[config.mk]
export PLATFORM = sky130hd
export DESIGN_NAME = swp_guard
export DESIGN_NICKNAME = d
export VERILOG_FILES = /design/src/rtl/swp_pkg.sv /design/src/rtl/swp_key_match.sv /design/src/rtl/swp_seq_fsm.sv /design/src/rtl/swp_window.sv /design/src/rtl/swp_guard.sv
export SDC_FILE = /design/constraint.sdc
export NUM_CORES = 1
export LEC_CHECK = 0
export ABC_AREA = 1
export BUFFER_PORTS_ARGS = -buffer_cell sky130_fd_sc_hd__buf_2
export CORE_MARGIN = 2
export CORE_UTILIZATION = 50
export CTS_CLUSTER_SIZE = 40
export DETAILED_ROUTE_END_ITERATION = 16
export MAX_ROUTING_LAYER = met4
export PLACE_DENSITY = 0.74
export SLEW_MARGIN = 0
export SYNTH_ARGS = -nofsm -noshare
export SYNTH_HDL_FRONTEND = slang
export SYNTH_SLANG_ARGS = --single-unit
export TNS_END_PERCENT = 1
[constraint.sdc]
create_clock -name clk -period 1.8 [get_ports clk]
set_input_delay 0.09 -clock clk [delete_from_list [all_inputs] [get_ports clk]]
set_output_delay 0.09 -clock clk [all_outputs]
set_load 0.01 [all_outputs]
[src/rtl/swp_pkg.sv]
package swp_pkg;
   // position reached in a key sequence
   typedef enum logic [2:0] {
      ST_IDLE, ST_K1, ST_K2, ST_K3, ST_K4, ST_K5
   } swp_step_e;

   // classification of a single write against the key table
   typedef enum logic [2:0] {
      KM_NONE, KM_OPEN_P, KM_OPEN_Q, KM_LOCK, KM_ARM, KM_FREE
   } swp_key_e;
endpackage

[src/rtl/swp_key_match.sv]
module swp_key_match
   import swp_pkg::*;
#(
   parameter int unsigned ADDR_W = 13,
   parameter int unsigned DATA_W = 8,
   parameter logic [ADDR_W-1:0] KEY_ADDR_P = 'h1555,
   parameter logic [ADDR_W-1:0] KEY_ADDR_Q = 'h0AAA,
   parameter logic [DATA_W-1:0] CODE_P1    = 'hAA,
   parameter logic [DATA_W-1:0] CODE_P2    = 'h55,
   parameter logic [DATA_W-1:0] CODE_LOCK  = 'hA0,
   parameter logic [DATA_W-1:0] CODE_ARM   = 'h80,
   parameter logic [DATA_W-1:0] CODE_FREE  = 'h20
) (
   input  logic [ADDR_W-1:0] addr_i,
   input  logic [DATA_W-1:0] data_i,
   output swp_key_e          key_o
);
   logic at_p, at_q;
   assign at_p = (addr_i == KEY_ADDR_P);
   assign at_q = (addr_i == KEY_ADDR_Q);

   always_comb begin
      key_o = KM_NONE;
      if (at_q && data_i == CODE_P2)        key_o = KM_OPEN_Q;
      else if (at_p && data_i == CODE_P1)   key_o = KM_OPEN_P;
      else if (at_p && data_i == CODE_LOCK) key_o = KM_LOCK;
      else if (at_p && data_i == CODE_ARM)  key_o = KM_ARM;
      else if (at_p && data_i == CODE_FREE) key_o = KM_FREE;
   end
endmodule

[src/rtl/swp_seq_fsm.sv]
module swp_seq_fsm
   import swp_pkg::*;
(
   input  logic     clk,
   input  logic     rst_n,
   input  logic     wr_valid_i,
   input  logic     suspend_i,
   input  swp_key_e key_i,
   output logic     is_cmd_o,
   output logic     lock_o,
   output logic     free_o
);
   swp_step_e st_q, st_d;

   always_comb begin
      st_d     = st_q;
      is_cmd_o = 1'b0;
      lock_o   = 1'b0;
      free_o   = 1'b0;
      if (wr_valid_i && !suspend_i) begin
         st_d = ST_IDLE;  // any mismatch falls back to the first step
         unique case (st_q)
            ST_IDLE: if (key_i == KM_OPEN_P) begin st_d = ST_K1; is_cmd_o = 1'b1; end
            ST_K1:   if (key_i == KM_OPEN_Q) begin st_d = ST_K2; is_cmd_o = 1'b1; end
            ST_K2: begin
               if (key_i == KM_LOCK) begin
                  is_cmd_o = 1'b1;
                  lock_o   = 1'b1;
               end else if (key_i == KM_ARM) begin
                  st_d     = ST_K3;
                  is_cmd_o = 1'b1;
               end
            end
            ST_K3:   if (key_i == KM_OPEN_P) begin st_d = ST_K4; is_cmd_o = 1'b1; end
            ST_K4:   if (key_i == KM_OPEN_Q) begin st_d = ST_K5; is_cmd_o = 1'b1; end
            ST_K5:   if (key_i == KM_FREE) begin
               is_cmd_o = 1'b1;
               free_o   = 1'b1;
            end
            default: st_d = ST_IDLE;
         endcase
      end
   end

   always_ff @(posedge clk or negedge rst_n) begin
      if (!rst_n) st_q <= ST_IDLE;
      else        st_q <= st_d;
   end
endmodule

[src/rtl/swp_window.sv]
module swp_window #(
   parameter int unsigned PAGE_BYTES = 64,
   parameter bit          LIMIT_PAGE = 1'b1
) (
   input  logic clk,
   input  logic rst_n,
   input  logic open_i,
   input  logic commit_i,
   input  logic data_wr_i,
   output logic win_open_o,
   output logic room_o
);
   localparam int unsigned CNT_W = $clog2(PAGE_BYTES + 1);
   localparam logic [CNT_W-1:0] CAP = CNT_W'(PAGE_BYTES);

   always_ff @(posedge clk or negedge rst_n) begin
      if (!rst_n)        win_open_o <= 1'b0;
      else if (open_i)   win_open_o <= 1'b1;
      else if (commit_i) win_open_o <= 1'b0;
   end

   generate
      if (LIMIT_PAGE) begin : g_limit
         logic [CNT_W-1:0] cnt_q;
         always_ff @(posedge clk or negedge rst_n) begin
            if (!rst_n)
               cnt_q <= '0;
            else if (open_i)
               cnt_q <= '0;
            else if (win_open_o && data_wr_i && room_o)
               cnt_q <= cnt_q + 1'b1;
         end
         assign room_o = (cnt_q < CAP);
      end else begin : g_free
         assign room_o = 1'b1;
      end
   endgenerate
endmodule

[src/rtl/swp_guard.sv]
module swp_guard
   import swp_pkg::*;
#(
   parameter int unsigned ADDR_W     = 13,
   parameter int unsigned DATA_W     = 8,
   parameter int unsigned PAGE_BYTES = 64,
   parameter bit          LIMIT_PAGE = 1'b1,
   parameter logic [ADDR_W-1:0] KEY_ADDR_P = 'h1555,
   parameter logic [ADDR_W-1:0] KEY_ADDR_Q = 'h0AAA,
   parameter logic [DATA_W-1:0] CODE_P1    = 'hAA,
   parameter logic [DATA_W-1:0] CODE_P2    = 'h55,
   parameter logic [DATA_W-1:0] CODE_LOCK  = 'hA0,
   parameter logic [DATA_W-1:0] CODE_ARM   = 'h80,
   parameter logic [DATA_W-1:0] CODE_FREE  = 'h20
) (
   input  logic              clk,
   input  logic              por_n,
   input  logic              rst_n,
   input  logic              wr_valid,
   input  logic [ADDR_W-1:0] wr_addr,
   input  logic [DATA_W-1:0] wr_data,
   input  logic              page_done,
   output logic              wr_permit,
   output logic              wr_cmd,
   output logic              prot_on
);
   generate
      if (PAGE_BYTES < 1)
         $error("swp_guard: PAGE_BYTES must be at least 1");
      if (KEY_ADDR_P == KEY_ADDR_Q)
         $error("swp_guard: the two key addresses must differ");
      if (CODE_LOCK == CODE_ARM)
         $error("swp_guard: lock and arm codes must differ");
   endgenerate

   logic     seq_rst_n;
   swp_key_e key;
   logic     lock_p, free_p;
   logic     win_open, room;
   logic     free_armed;

   assign seq_rst_n = por_n & rst_n;

   swp_key_match #(
      .ADDR_W(ADDR_W), .DATA_W(DATA_W),
      .KEY_ADDR_P(KEY_ADDR_P), .KEY_ADDR_Q(KEY_ADDR_Q),
      .CODE_P1(CODE_P1), .CODE_P2(CODE_P2), .CODE_LOCK(CODE_LOCK),
      .CODE_ARM(CODE_ARM), .CODE_FREE(CODE_FREE)
   ) u_match (
      .addr_i(wr_addr), .data_i(wr_data), .key_o(key)
   );

   swp_seq_fsm u_fsm (
      .clk(clk), .rst_n(seq_rst_n), .wr_valid_i(wr_valid),
      .suspend_i(win_open), .key_i(key),
      .is_cmd_o(wr_cmd), .lock_o(lock_p), .free_o(free_p)
   );

   swp_window #(.PAGE_BYTES(PAGE_BYTES), .LIMIT_PAGE(LIMIT_PAGE)) u_win (
      .clk(clk), .rst_n(seq_rst_n), .open_i(lock_p), .commit_i(page_done),
      .data_wr_i(wr_valid && !wr_cmd), .win_open_o(win_open), .room_o(room)
   );

   // release armed by the clear key, honoured at the next programming completion
   always_ff @(posedge clk or negedge seq_rst_n) begin
      if (!seq_rst_n)     free_armed <= 1'b0;
      else if (lock_p)    free_armed <= 1'b0;
      else if (free_p)    free_armed <= 1'b1;
      else if (page_done) free_armed <= 1'b0;
   end

   // models the nonvolatile bit: only power-on clears it asynchronously
   always_ff @(posedge clk or negedge por_n) begin
      if (!por_n)                       prot_on <= 1'b0;
      else if (lock_p)                  prot_on <= 1'b1;
      else if (free_armed && page_done) prot_on <= 1'b0;
   end

   assign wr_permit = wr_valid && !wr_cmd && (!prot_on || (win_open && room));
endmodule

==> results.toml <==
[placed_design]
routabilityCongestion = 0.859
port_buffers = 28
hpwlAfterDp_mm = 2.42
dpl_cell_area_um2 = 1510

[clock_tree]
cts.sinks = 13
clk_pin_slew_worst_paths_ns = 0.08
cts_root_buf = "clkbuf_4"
htreeDepth = 1
ctsLongestPathBuffers = 2
insertion_delay_ns = 0.28
tritoncts.num_buffers = 3
tritoncts = "built"

[yosys]
synthTopCellsByArea = "dfrtp_1 (24%), nand2_1 (12%), inv_1 (10%)"
synthCells = 213
ys.flop_type = "dfrtp_1"
syn_avg_cell_area_um2 = 6.28
synth_seq_cells = 13
synth_xor_area_share_pct = 0
synth_compound_area_share_pct = 8.14
netlist_top_cells_count = "nand2_1 (44), inv_1 (36), nor2_1 (33)"
synth_top_area_share_pct = 24.3
synth-edff-count = 0
synth_most_common_cell = "nand2_1"
yosysWarnings = 0
ys_async_sr_fraction_pct = 100
synth_cell_types = 29
ys_seq_area_share_pct = 24.3
syn_area_um2 = 1340
syn_nets = 240
synth-simple-area-share_pct = 53.1
synthAdderAreaFrac_pct = 0.935
synth_mux_area_share_pct = 0
yosysTopAreaCell = "dfrtp_1"
synth_top_family_by_area = "simple AND/OR/NAND/NOR gates"

[final_layout]
layout-drive-gt1-share_pct = 32.1
stdcell_area_um2 = 1630
nNetsFinal = 280
multi_input_area_um2 = 865
num-fill-cells = 243
area_delta_synth_final_pct = 22.2
diodes = 0
register_area_um2 = 329

[routing]
ant_nets = 0
firstDrtPassIters = 5
vias = 1407
drt-total-wl_mm = 3.05
routed_via_density = 4.99
wl_per_cell_um = 10.8
drc = 0
drtIter0Drc = 40

[setup_path]
startpoint_type = "flip-flop"
required_ns = 1.71
crit_arrival_ns = 1.64
worst-setup-path-type = "flip-flop to output port"
end_kind = "output port"
worstPathMaxFanout = 3

[timing]
clock_skew_ns = 0.00345
worstMarginPinSlew_ns = 0.447
timing.fmax_mhz = 579
setup_viol = 0
rsz0062_at_grt = "true"
slew_headroom_pct = 70.2
slew_viol_final = 0
min_period_ns = 1.73
hold_viol_final = 0
tns_ns = 0
finalCritPeriodShare_pct = 96.0

[grt]
overflow = 0
antenna_found_initial = 0
grt_start_max_net_pins = 13
grt_pass1_vias = 1232
grt_pass1_wl_mm = 5.18
grt_util_all_layers_pct = 21.1

[floorplan]
ioPinCount = 29
initial_utilization_pct = 53.5
core_um2 = 2500
die_h_um = 55.7
fp.dieW_um = 55.7
num_rows = 18
dieArea_um2 = 3100

[power]
vdd_ir_drop_max_mv = 0.356
leakage_nw = 0.901
power_density_nw_per_um2 = 379

[worst_hold_path]
hp-class = "primary input to async pin"

[job]
cap_violations = 0

[outcome]
status = "complete, no violations"
[metrics by stage]
stage / hold WS [ns] / worst slack [ns] / utilization (%) / power, mW / cells
2_1_floorplan: -0.206 / 0.472 / - / 0.382 / 213
3_3_place_gp: -0.126 / 0.266 / 60.5 / 0.438 / 271
3_5_place_dp: -0.127 / 0.269 / 60.5 / 0.439 / 271
4_1_cts: 0.104 / 0.0177 / 62.9 / 0.627 / 278
5_1_grt: 0.124 / -0.0388 / 65.4 / 0.659 / 282
6_report: 0.125 / 0.0714 / 65.4 / 0.619 / 282
[area by class of cell]
| type | count | share of cell area (%) |
|---|---|---|
| clock buffers | 4 | 1.61 |
| multi-input cells | 154 | 52.9 |
| flip-flops and latches | 13 | 20.1 |
| well taps | 30 | 2.30 |
| repair buffers | 36 | 12.7 |
| inverters | 45 | 10.3 |
[critical path, stage by stage (launching register included)]
cell and delay, ns:
dfrtp_2 0.41, inv_2 0.07, buf_4 0.13, nor3_1 0.21, nand4_1 0.14, nand2_1 0.09
inv_1 0.04, a21oi_1 0.13, buf_2 0.14
[flip-flops by register name, indices dropped and copies added, names as in the netlist]
name / count
u_win.g_limit.cnt_q: 7
u_win.win_open_o: 1
u_fsm.st_q: 3
prot_on: 1
free_armed: 1
[timing repair]
item | in CTS | in global routing
hold buffers | 3 | 0
resized for setup | 2 | 11
setup endpoints to repair | 1 | 2
pin swaps | 0 | 5
buffers inserted | 0 | 4
endpoints found under the hold margin | 14 | 0
[logic make-up after synthesis]
logic type,Yosys count
and+or+nand+nor,134
buffers and inverters,46
AOI/OAI and AO/OA,19
DFF,13
adders and majority gates,1
[worst paths after layout]
path                            slack, ns                                  to                          startpoint  cells after the start
worst min-delay path                 0.12                 prot_on$_DFFE_PN0P_                               por_n                      2
worst min register to register       0.53  u_win.g_limit.cnt_q[1]$_DFFE_PN0P_  u_win.g_limit.cnt_q[1]$_DFFE_PN0P_                      2
min in group clk                     0.28  u_win.g_limit.cnt_q[0]$_DFFE_PN0P_                            wr_valid                      6
worst max register to register       0.26  u_win.g_limit.cnt_q[4]$_DFFE_PN0P_  u_win.g_limit.cnt_q[6]$_DFFE_PN0P_                      7
worst max-delay path                 0.07                              wr_cmd           u_fsm.st_q[0]$_DFFE_PN0P_                      8
max in group asynchronous            1.05           u_fsm.st_q[0]$_DFFE_PN0P_                               por_n                      4
[metal layers]
| metal | vias to the layer above | GRT usage (%) | share of wire, % |
|---|---|---|---|
| met4 | 0 | 6.27 | 1.6 |
| met1 | 614 | 27.8 | 50 |
| met2 | 34 | 33.7 | 46 |
| met5 | - | - | 0 |
| li1 | 751 | - | - |
| met3 | 8 | 2.79 | 3.1 |
[where the power goes]
part	leakage [nW]	switching [mW]	internal, mW
Clock	0.0150	0.0939	0.0860
Combinational	0.716	0.0800	0.0544
Sequential	0.171	0.00616	0.299
Total	0.901	0.180	0.439
[cell usage in the layout (no fill, tap or decap), drive strengths merged]
cell type	n
nand4	10
dlygate4sd3	3
clkbuf	4
a21oi	3
nor3	6
dfrtp	13
a22oi	2
buf	33
inv	45
nand3b	4
o21ai	10
o22ai	1
o211ai	1
o21a	1
or2	3
nand2	49
nor2	44
ha	1
nand3	17
nor4	1
a21o	1
Power figures use the tool's default switching activity.
